`src/rtl/ipi_pkg.sv`:
```
// Shared constants and helpers for the inter-processor interrupt mailbox.
// Assumes 32-bit registers and at most four cores.
package ipi_pkg;
    localparam int MAX_CORES = 4;
    localparam int WORD_W    = 32;
    localparam int ACK_BIT   = 31;
    localparam int GEN_BIT   = 30;
    localparam int PEND_BIT  = 30;
    localparam int ID_LSB    = 16;
    localparam int ID_W      = 14;
    localparam int PAY_W     = 16;

    typedef logic [WORD_W-1:0] word_t;
    typedef logic [ID_W-1:0]   core_id_t;
    typedef logic [PAY_W-1:0]  payload_t;

    // Build the status word a destination core receives.
    function automatic word_t make_status(core_id_t src, payload_t pay);
        return {1'b0, 1'b1, src, pay};
    endfunction
endpackage

```
`src/rtl/ipi_decode.sv`:
```
// Bus write decoder. It turns one register-bus write into per-core strobes:
// a control store, an acknowledge and a generate hit. It also gives the
// sender index and the payload.
// Assumes one access per cycle. Indices at or above NUM_CORES decode to nothing.
module ipi_decode
    import ipi_pkg::*;
#(
    parameter int NUM_CORES = 1,
    parameter int ADDR_W    = 5,
    localparam int IDX_W    = ADDR_W - 3
) (
    input  logic                 clk,
    input  logic                 rst_n,
    input  logic [ADDR_W-1:0]    addr_i,
    input  logic                 we_i,
    input  word_t                wdata_i,
    output logic [NUM_CORES-1:0] ctrl_wr_o,
    output logic [NUM_CORES-1:0] ack_o,
    output logic [NUM_CORES-1:0] gen_o,
    output core_id_t             src_id_o,
    output payload_t             payload_o
);
    logic [IDX_W-1:0] idx;
    logic             idx_ok;
    logic             ctrl_any;
    core_id_t         dst;
    logic             unused_low;

    assign idx        = addr_i[ADDR_W-1:3];
    assign unused_low = ^addr_i[1:0];
    assign dst        = wdata_i[ID_LSB +: ID_W];

    // Decide whether the access targets a configured core's control word.
    always_comb begin
        idx_ok   = int'(idx) < NUM_CORES;
        ctrl_any = we_i && idx_ok && !addr_i[2];
    end

    assign src_id_o  = core_id_t'(idx);
    assign payload_o = wdata_i[PAY_W-1:0];

    for (genvar c = 0; c < NUM_CORES; c++) begin : g_core
        // Per-core strobes: store, acknowledge and generate hit.
        assign ctrl_wr_o[c] = ctrl_any && (idx == IDX_W'(c));
        assign ack_o[c]     = ctrl_wr_o[c] && wdata_i[ACK_BIT];
        assign gen_o[c]     = ctrl_any && wdata_i[GEN_BIT] && (dst == core_id_t'(c));
    end

    // At most one destination per write.
    p_gen_onehot_r9: assert property (@(posedge clk) disable iff (!rst_n)
        $onehot0(gen_o));
    // A generate hit only comes from an in-range destination.
    p_gen_in_range_r9: assert property (@(posedge clk) disable iff (!rst_n)
        (gen_o != '0) |-> (int'(dst) < NUM_CORES));
    // Status addresses and unconfigured indices never strobe a core.
    p_no_strobe_r10: assert property (@(posedge clk) disable iff (!rst_n)
        (addr_i[2] || int'(idx) >= NUM_CORES) |-> (ctrl_wr_o == '0 && gen_o == '0));
endmodule

```
`src/rtl/ipi_core_slot.sv`:
```
// State for one core: its control word and its status word, with the
// pending flag that drives the core's interrupt line.
// Assumes the decoder asserts at most one strobe set per cycle. Generation is
// applied before acknowledge when both arrive together.
module ipi_core_slot
    import ipi_pkg::*;
(
    input  logic     clk,
    input  logic     rst_n,
    input  logic     ctrl_wr_i,
    input  logic     ack_i,
    input  logic     gen_i,
    input  word_t    wdata_i,
    input  core_id_t src_id_i,
    input  payload_t payload_i,
    output word_t    ctrl_o,
    output word_t    status_o,
    output logic     irq_o
);
    word_t ctrl_q;
    word_t status_q;
    word_t status_nx;

    // Next status: generation overwrites first, then acknowledge clears pending.
    always_comb begin
        status_nx = status_q;
        if (gen_i) status_nx = make_status(src_id_i, payload_i);
        if (ack_i) status_nx[PEND_BIT] = 1'b0;
    end

    // Register the control and status words.
    always_ff @(posedge clk) begin
        if (!rst_n) begin
            ctrl_q   <= '0;
            status_q <= '0;
        end else begin
            if (ctrl_wr_i) ctrl_q <= wdata_i;
            status_q <= status_nx;
        end
    end

    assign ctrl_o   = ctrl_q;
    assign status_o = status_q;
    assign irq_o    = status_q[PEND_BIT];

    // A control write is stored in full.
    p_ctrl_store_r2: assert property (@(posedge clk) disable iff (!rst_n)
        ctrl_wr_i |=> ctrl_q == $past(wdata_i));
    // Without a write the control word holds.
    p_ctrl_hold_r2: assert property (@(posedge clk) disable iff (!rst_n)
        !ctrl_wr_i |=> $stable(ctrl_q));
    // A generate without acknowledge leaves the line pending with sender and payload.
    p_gen_sets_r4: assert property (@(posedge clk) disable iff (!rst_n)
        (gen_i && !ack_i) |=> (irq_o && status_q[ID_LSB +: ID_W] == $past(src_id_i)
                               && status_q[PAY_W-1:0] == $past(payload_i)));
    // An acknowledge always ends with the line low, even with a self message.
    p_ack_clears_r6: assert property (@(posedge clk) disable iff (!rst_n)
        ack_i |=> !irq_o);
    // Status changes only through a generate or an acknowledge.
    p_status_hold_r7: assert property (@(posedge clk) disable iff (!rst_n)
        (!gen_i && !ack_i) |=> $stable(status_q));
endmodule

```
`src/rtl/ipi_mailbox.sv`:
```
// Inter-processor interrupt mailbox top. It holds one control/status pair per
// core at 8 bytes per core and gives a registered read port and one level
// interrupt per core.
// Assumes NUM_CORES <= 4 and an address wide enough for the window.
module ipi_mailbox
    import ipi_pkg::*;
#(
    parameter int NUM_CORES = 1,
    parameter int ADDR_W    = 5
) (
    input  logic                 clk,
    input  logic                 rst_n,
    input  logic [ADDR_W-1:0]    bus_addr,
    input  logic                 bus_we,
    input  logic [31:0]          bus_wdata,
    output logic [31:0]          bus_rdata,
    output logic [NUM_CORES-1:0] irq_o
);
    localparam int IDX_W = ADDR_W - 3;

    if (NUM_CORES < 1 || NUM_CORES > MAX_CORES || (1 << IDX_W) < NUM_CORES) begin : g_bad_cfg
        $error("ipi_mailbox: unsupported NUM_CORES/ADDR_W");
    end

    logic [NUM_CORES-1:0] ctrl_wr;
    logic [NUM_CORES-1:0] ack;
    logic [NUM_CORES-1:0] gen;
    core_id_t             src_id;
    payload_t             payload;
    word_t                ctrl_w [NUM_CORES];
    word_t                stat_w [NUM_CORES];
    word_t                rd_nx;
    word_t                rdata_q;
    logic [IDX_W-1:0]     rd_idx;

    ipi_decode #(.NUM_CORES(NUM_CORES), .ADDR_W(ADDR_W)) u_decode (
        .clk       (clk),
        .rst_n     (rst_n),
        .addr_i    (bus_addr),
        .we_i      (bus_we),
        .wdata_i   (bus_wdata),
        .ctrl_wr_o (ctrl_wr),
        .ack_o     (ack),
        .gen_o     (gen),
        .src_id_o  (src_id),
        .payload_o (payload)
    );

    for (genvar c = 0; c < NUM_CORES; c++) begin : g_slot
        ipi_core_slot u_slot (
            .clk       (clk),
            .rst_n     (rst_n),
            .ctrl_wr_i (ctrl_wr[c]),
            .ack_i     (ack[c]),
            .gen_i     (gen[c]),
            .wdata_i   (bus_wdata),
            .src_id_i  (src_id),
            .payload_i (payload),
            .ctrl_o    (ctrl_w[c]),
            .status_o  (stat_w[c]),
            .irq_o     (irq_o[c])
        );
    end

    assign rd_idx = bus_addr[ADDR_W-1:3];

    // Select the addressed word; unconfigured indices read zero.
    always_comb begin
        rd_nx = '0;
        for (int c = 0; c < NUM_CORES; c++) begin
            if (rd_idx == IDX_W'(c)) rd_nx = bus_addr[2] ? stat_w[c] : ctrl_w[c];
        end
    end

    // Register read data for the cycle after the address.
    always_ff @(posedge clk) begin
        if (!rst_n) rdata_q <= '0;
        else        rdata_q <= rd_nx;
    end

    assign bus_rdata = rdata_q;

    // Unconfigured indices read as zero one cycle later.
    p_oob_reads_zero_r10: assert property (@(posedge clk) disable iff (!rst_n)
        (int'(rd_idx) >= NUM_CORES) |=> bus_rdata == '0);
    // Right after reset no interrupt is raised.
    p_reset_quiet_r1: assert property (@(posedge clk)
        !rst_n |=> (irq_o == '0 && bus_rdata == '0));
endmodule

```
`config.mk`:
```
export PLATFORM = sky130hd
export DESIGN_NAME = ipi_mailbox
export DESIGN_NICKNAME = d
export VERILOG_FILES = /design/src/rtl/ipi_pkg.sv /design/src/rtl/ipi_decode.sv /design/src/rtl/ipi_core_slot.sv /design/src/rtl/ipi_mailbox.sv
export SDC_FILE = /design/constraint.sdc
export NUM_CORES = 1
export LEC_CHECK = 0
export BUFFER_PORTS_ARGS = -buffer_cell sky130_fd_sc_hd__buf_2
export CORE_MARGIN = 4
export CORE_UTILIZATION = 24
export CTS_BUF_LIST = sky130_fd_sc_hd__clkbuf_8
export CTS_CLUSTER_DIAMETER = 80
export DETAILED_ROUTE_END_ITERATION = 8
export SLEW_MARGIN = 20
export SYNTH_ARGS = -nofsm -noshare
export SYNTH_HDL_FRONTEND = slang
export SYNTH_SLANG_ARGS = --single-unit
```
`constraint.sdc`:
```
create_clock -name clk -period 1.73 [get_ports clk]
set_clock_uncertainty 0.05 [all_clocks]
set_input_delay 0.346 -clock clk [delete_from_list [all_inputs] [get_ports clk]]
set_output_delay 0.346 -clock clk [all_outputs]
set_load 0.01 [all_outputs]
```
==> results of run 1 <==
-- worst max-delay path, stage by stage --
cell and delay [ps]:
buf_2 120, buf_4 370, nand3b_1 230, buf_4 300
nand2_1 80, a21boi_0 180
-- kinds of logic after synthesis --
kind of cell	Yosys count	synth area share [%]
AOI/OAI and AO/OA	33	8.446
buffers and inverters	20	3.125
DFF	83	56.08
muxes	35	11.82
and+or+nand+nor	142	20.52
-- metal layers --
metal  vias up  GRT usage [%]
li1       1159              -
met1      1052          11.68
met2        47          16.53
met3         7          4.179
met4         0          4.345
met5         -              0
-- layout make-up --
class / count / area (um2) / share of cell area, %
Clock inverter: 6 / 58.81 / 1.592
Clock buffer: 9 / 123.9 / 3.354
Multi-Input combinational cell: 210 / 1214 / 32.86
Tap cell: 168 / 210.2 / 5.691
Timing Repair Buffer: 80 / 425.4 / 11.52
Sequential cell: 83 / 1662 / 44.99
-- cells in the mapped netlist --
master    count  area, um2
nor2_1       22      82.58
buf_4         1      7.510
nor3_1        1      5.000
a21boi_0     32      240.2
dfxtp_1      83       1662
and3b_1       2      17.52
nand3b_1      1      7.510
buf_1         1      3.750
nor4b_4       1      23.77
and2_1       13      81.33
nand2_1      99      371.6
o211a_1       1      10.01
mux2i_1      35      350.3
clkbuf_1     15      56.30
buf_2         2      10.01
buf_8         1      15.01
nor4_1        3      18.77
-- power by group through the flow --
| stage | clock, mW | sequential, mW | combinational, mW |
|---|---|---|---|
| floorplan | 0 | 1.98 | 0.0908 |
| global placement | 0 | 1.98 | 0.179 |
| detailed placement | 0 | 1.98 | 0.182 |
| CTS | 1.39 | 1.93 | 0.182 |
| global route | 1.47 | 1.93 | 0.199 |
| finish | 1.32 | 1.93 | 0.179 |
-- per-stage QoR --
stage	cells	worst slack (ps)	setup TNS [ps]	hold WS [ps]	instance area, um2
floorplan	313	145.3	0	379.6	2963
global placement	541	-50.50	-449.6	387.5	3511
detailed placement	541	-83.95	-1196	389.4	3511
CTS	556	317.0	0	156.5	3694
global route	556	185.3	0	165.3	3694
finish	556	332.4	0	185.6	3694
-- layout by cell type (no fill, tap or decap) --
master / Yosys / layout
clkinv_2: 0 / 2
nor3_2: 0 / 1
a21boi_0: 32 / 32
buf_2: 2 / 70
mux2i_1: 35 / 35
clkbuf_8: 0 / 9
inv_1: 0 / 1
nand2_1: 99 / 99
and3b_1: 2 / 2
nor2_1: 22 / 22
nand3b_1: 1 / 1
buf_4: 1 / 10
o211a_1: 1 / 1
clkinvlp_4: 0 / 2
nor4b_4: 1 / 1
dfxtp_1: 83 / 83
and2_1: 13 / 13
bufinv_16: 0 / 1
nor4_1: 3 / 3
-- flip-flops by register name, summed over array words and instances, names as in the netlist --
| signal | count |
|---|---|
| bus_rdata | 32 |
| g_slot.u_slot.status_o | 19 |
| g_slot.u_slot.ctrl_o | 32 |
-- final timing paths --
path,cells past startpoint,from,end
max reg2reg,2,g_slot[0].u_slot.ctrl_o[10],g_slot[0].u_slot.ctrl_o[10]
min reg2reg,1,g_slot[0].u_slot.ctrl_o[20],bus_rdata[20]
max,6,bus_addr[2],g_slot[0].u_slot.ctrl_o[15]
min,3,bus_wdata[2],g_slot[0].u_slot.ctrl_o[2]
==> metrics.md, run 1 <==
| Metric | Value |
|---|---|
| Status | `finished clean` |
| Router iterations before antenna repair | `4` |
| Final Util | `30.62%` |
| Wire length on met2 | `3115 um` |
| CTS tree | `yes` |
| Yosys reg bits | `83` |
| Wire length on met3 | `374 um` |
| Post-Syn Instances | `313` |
| Final hold vios | `0` |
| Fraction of layout cells with a size suffix above 1 | `24.74%` |
| Pwr Total | `3.426 mW` |
| Period minus WS final | `1398 ps` |
| Worst setup EP type | `flip-flop` |
| I/O pins | `73` |
| Synth Net Count | `353` |
| Cell internal pwr | `2.649 mW` |
| Clock Root Buffer | `clkbuf_8` |
| Area of the core | `12060 um2` |
| Seq/Total Area, Yosys | `56.08%` |
| Final net count | `424` |
| Die area | `14190 um2` |
| Actual slew at the worst max-slew pin | `392.6 ps` |
| Sink Count | `83` |
| Fmax | `0.7155 GHz` |
| Buffers on Ports | `70` |
| Initial antenna violation count | `0` |
| # diodes | `0` |
| Critical Path Source Type | `input port` |
| Vias in the first global route | `2248` |
| Pleak | `1.512 nW` |
| Post-cts repair resize count | `0` |
| Hold_buf cts | `0` |
| RSZ-0062 raised after global routing | `false` |
| Max_cap viols | `0` |
| GRT Residual Overflow | `0` |
| Yosys warning count | `0` |
| Placement row count | `40` |
| Pwr Density | `927.6 nW/um2` |
| Fill cell count | `1304` |
| Crit-path max FO | `21` |
| Vias | `2265` |
| CP Data Arrival Time | `1620 ps` |
| Netlist Area Pre-Place | `2963 um2` |
| DIE HEIGHT | `119.1 um` |
| Per-cell routed wire length | `11.88 um` |
| Initial DRC count | `117` |
| Tcrit/Tclk final | `80.79%` |
| M1 WL | `3047 um` |
| Crit path kind | `input port to flip-flop` |
| Synthesis-to-layout area growth | `24.66%` |
| Initial Utilization | `24.56%` |
| DR vias/cell | `4.074` |
| Detail Route Antenna Nets | `0` |
| Detailed Route WL | `6604 um` |
| Max-slew violation count | `0` |
| Detailed placement HPWL | `4608 um` |
| Clk Latency, worst-skew pair | `360 ps` |
| Worst Path Required | `1960 ps` |
| Comb power frac | `5.2%` |
| Max layer used | `met4` |
| Clock network power share | `38.4%` |
| Yosys cell types | `17` |
| CTS Buf Count | `9` |
| R2R setup slack | `1040 ps` |
| Global-route wire length before repair | `11210 um` |
| Die width | `119.1 um` |
| H-tree levels | `3` |
| Clock tree buffer depth | `2` |
| Pin count of the biggest net entering global routing | `32` |
| Hold WC Path Type | `input port to flip-flop` |
| Clock-pin transition on the worst setup and hold timing paths | `80 ps` |
| Avg Synthesized Cell Area | `9.466 um2` |
| Count of final setup violators | `0` |
| VDD IR max | `372.6 uV` |
| Switching Fraction | `22.68%` |
| Headroom to the max-slew limit | `73.83%` |
| # Post-CTS Setup Buffers | `0` |
| P_sw | `0.7770 mW` |
| Final estimated routing congestion in global placement | `0.7256` |
| GRT Overall Usage | `10.14%` |
| DRC | `0` |
| Reg power frac | `56.4%` |
Note: power is estimated with default switching activity, not from simulation.
==> run 2, diff against run 1 <==
- ABC_AREA: not set -> 1
- clock period: 1.73 -> 1.22 ns (I/O delays scaled with it)
==> metrics.md, run 2 <==
| Metric | Value |
|---|---|
| Status | `finished clean` |
| Clock tree buffer depth | `2 (unchanged)` |
| Crit path kind | `flip-flop to output port` |
| Cell taking the most area after synthesis | `dfxtp_1` |
| Yosys reg bits | `83 (unchanged)` |
| Seq/Total Area, Yosys | `53.27% (-2.8 points)` |
| Dpl cells | `654 (+21%)` |
| Placement row count | `41 (+2.5%)` |
| Register Area | `1663 um2 (about the same)` |
| CTS Buf Count | `9 (unchanged)` |
| Clock Root Buffer | `clkbuf_8` |
| Avg Synthesized Cell Area | `7.534 um2 (-20%)` |
| Adder-cell share of the synthesized area | `0% (unchanged)` |
| Die area | `14890 um2 (+4.9%)` |
| Count of final setup violators | `0 (unchanged)` |
| Per-cell routed wire length | `12.14 um (+2.2%)` |
| Commonest non-fill, non-tap cell in the layout | `nand2_1` |
| CP Data Arrival Time | `850 ps (-770 ps)` |
| Pleak | `1.726 nW (+14%)` |
| Period minus WS final | `1140 ps` |
| Post-cts repair resize count | `0 (unchanged)` |
| Detailed Route WL | `8131 um (+23%)` |
| Final net count | `533 (+26%)` |
| GRT Residual Overflow | `0 (unchanged)` |
| DRC | `0 (unchanged)` |
| Switching Fraction | `23.67% (+0.99 points)` |
| DR vias/cell | `4.190 (+2.8%)` |
| I/O pins | `73 (unchanged)` |
| H-tree levels | `3 (unchanged)` |
| Top-count cell post-synth | `nand2_1` |
| # Post-CTS Setup Buffers | `0 (unchanged)` |
| Non-Filler Instances | `670 (+21%)` |
| Synth cell count leaders | `nand2_1 (96), dfxtp_1 (83), inv_1 (65)` |
| # diodes | `0 (unchanged)` |
| Post-Syn Instances | `414 (+32%)` |
| CP delay by family, top | `flip-flops` |
| Detail Route Antenna Nets | `0 (unchanged)` |
| Detailed placement HPWL | `5783 um (+26%)` |
| Yosys warning count | `0 (unchanged)` |
| Yosys cell types | `19 (+2)` |
| Actual slew at the worst max-slew pin | `254.9 ps (-137.7 ps)` |
| Main combinational cell family by area after synthesis | `simple AND/OR/NAND/NOR gates` |
| Initial Utilization | `24.62% (+0.053 points)` |
| Initial DRC count | `136 (+16%)` |
| Hold WC Path Type | `input port to flip-flop` |
| Multi-input logic area | `1107 um2 (-8.8%)` |
| Clk Latency, worst-skew pair | `360 ps (about the same)` |
| VDD IR max | `577.3 uV (+55%)` |
| Max-slew violation count | `0 (unchanged)` |
| Pin count of the biggest net entering global routing | `32 (unchanged)` |
| Area contributors post-synth | `dfxtp_1 (53%), nand2_1 (12%), a21oi_1 (8.3%)` |
| CP max stage cell | `dfxtp_2` |
| Compound-gate portion of the synthesized area | `10.27% (+1.8 points)` |
| Tcrit/Tclk final | `93.46%` |
| Worst-path cell chain | `buf_2` |
| Ys async rst share | `0% (unchanged)` |
| Sink Count | `83 (unchanged)` |
| Fraction of layout cells with a size suffix above 1 | `23.49% (-1.2 points)` |
| Crit-path max FO | `3 (-86%)` |
| Buffers on Ports | `70 (unchanged)` |
| GRT Overall Usage | `11.60% (+1.5 points)` |
| Clock-pin transition on the worst setup and hold timing paths | `90 ps (about the same)` |
| Clock network power share | `40.3% (+1.9 points)` |
| Worst Path Required | `930 ps (-1030 ps)` |
| Comb power frac | `6.4% (+1.2 points)` |
| Most frequent cells in the layout | `nand2_1 (96), dfxtp_1 (82), buf_2 (70)` |
| Primary FF master, synth | `dfxtp_1` |
| Initial antenna violation count | `0 (unchanged)` |
| Critical Path Source Type | `flip-flop` |
| Vias in the first global route | `2830 (+26%)` |
| Synth Area in XOR/XNOR | `0% (unchanged)` |
| CP bufs+invs | `1 (-2)` |
| DIE HEIGHT | `122.0 um (+2.4%)` |
| Global-route wire length before repair | `13360 um (+19%)` |
| Fill cell count | `1365 (+4.7%)` |
| P_sw | `1.220 mW (+57%)` |
| Worst setup EP type | `output port` |
| Netlist Area Pre-Place | `3119 um2 (+5.3%)` |
| Die width | `122.0 um (+2.4%)` |
| Vias | `2807 (+24%)` |
| Hold_buf cts | `0 (unchanged)` |
| Router iterations before antenna repair | `4 (unchanged)` |
| Synthesis-to-layout area growth | `27.92%` |
| Synth Area in Simple Gates | `25.15% (+4.6 points)` |
| Final estimated routing congestion in global placement | `0.7659 (+5.6%)` |
| Cell internal pwr | `3.934 mW (+49%)` |
| Area of the core | `12670 um2 (+5.1%)` |
| Max incr delay on CP | `350 ps (-20 ps)` |
| Post-synth EDFFs | `0 (unchanged)` |
| Synth top area share | `53.27% (-2.8 points)` |
| Reg power frac | `53.3% (-3.1 points)` |
| Fmax | `0.8771 GHz` |
| Headroom to the max-slew limit | `83.01% (+9.2 points)` |
| Pwr Density | `1292 nW/um2 (+39%)` |
| CTS tree | `yes` |
| RSZ-0062 raised after global routing | `false` |
| Hold_ws | `107.5 ps (-78.12 ps)` |
| Mux cell area share after synthesis | `0% (-12 points)` |
| Final hold vios | `0 (unchanged)` |
| Max_cap viols | `0 (unchanged)` |
| Synth Net Count | `454 (+29%)` |
[run 2: final timing paths]
path / slack (ps) / end / cells past startpoint / startpoint
max: 80 / irq_o / 1 / g_slot[0].u_slot.status_o[30]
min reg2reg: 380 / bus_rdata[31] / 2 / g_slot[0].u_slot.ctrl_o[31]
max reg2reg: 490 / bus_rdata[30] / 2 / g_slot[0].u_slot.status_o[30]
min: 110 / g_slot[0].u_slot.ctrl_o[0] / 3 / bus_wdata[0]
[run 2: worst min-delay path, stage by stage]
cell and delay (ps):
buf_2 110, nand3_1 70, a21oi_1 60
[run 2: cells by family (layout without fill, tap and decap cells)]
family          Yosys count  in the layout
compound gates           64             64
simple gates            178            178
buf+inv                  89            173
flops                    83             83
[run 2: per-layer routing]
layer	track usage, %	vias to the layer above	part of all wire, %
li1	-	1436	-
met1	13.19	1284	44
met2	20.03	74	48
met3	4.132	13	5.6
met4	4.202	0	1.8
met5	0	-	0
[run 2: power groups by stage]
stage          logic [mW]  clock network (mW)  registers, mW
2_1_floorplan       0.160                   0           2.81
3_3_place_gp        0.325                   0           2.81
3_5_place_dp        0.333                   0           2.81
4_1_cts             0.334                2.13           2.75
5_1_grt             0.376                2.27           2.75
6_report            0.331                2.08           2.75
[run 2: layout make-up]
class / count / area share (%)
tap: 172 / 5.394
timing repair buffer: 91 / 13.67
multi-input combinational: 242 / 27.75
sequential: 83 / 41.67
inverter: 66 / 6.209
clock inverter: 5 / 1.505
clock buffer: 11 / 3.794
[run 2: through the flow]
stage | setup WS (ps) | util [%] | TNS [ps] | power [mW] | cell area, um2
after floorplan | 14.76 | - | 0 | 2.970 | 3119
after global placement | -202.4 | 29.79 | -8308 | 3.135 | 3775
after detailed placement | -252.2 | 29.79 | -10630 | 3.144 | 3775
after CTS | 19.25 | 31.46 | 0 | 5.212 | 3986
after global routing | 31.71 | 31.49 | 0 | 5.398 | 3990
final | 79.82 | 31.49 | 0 | 5.155 | 3990
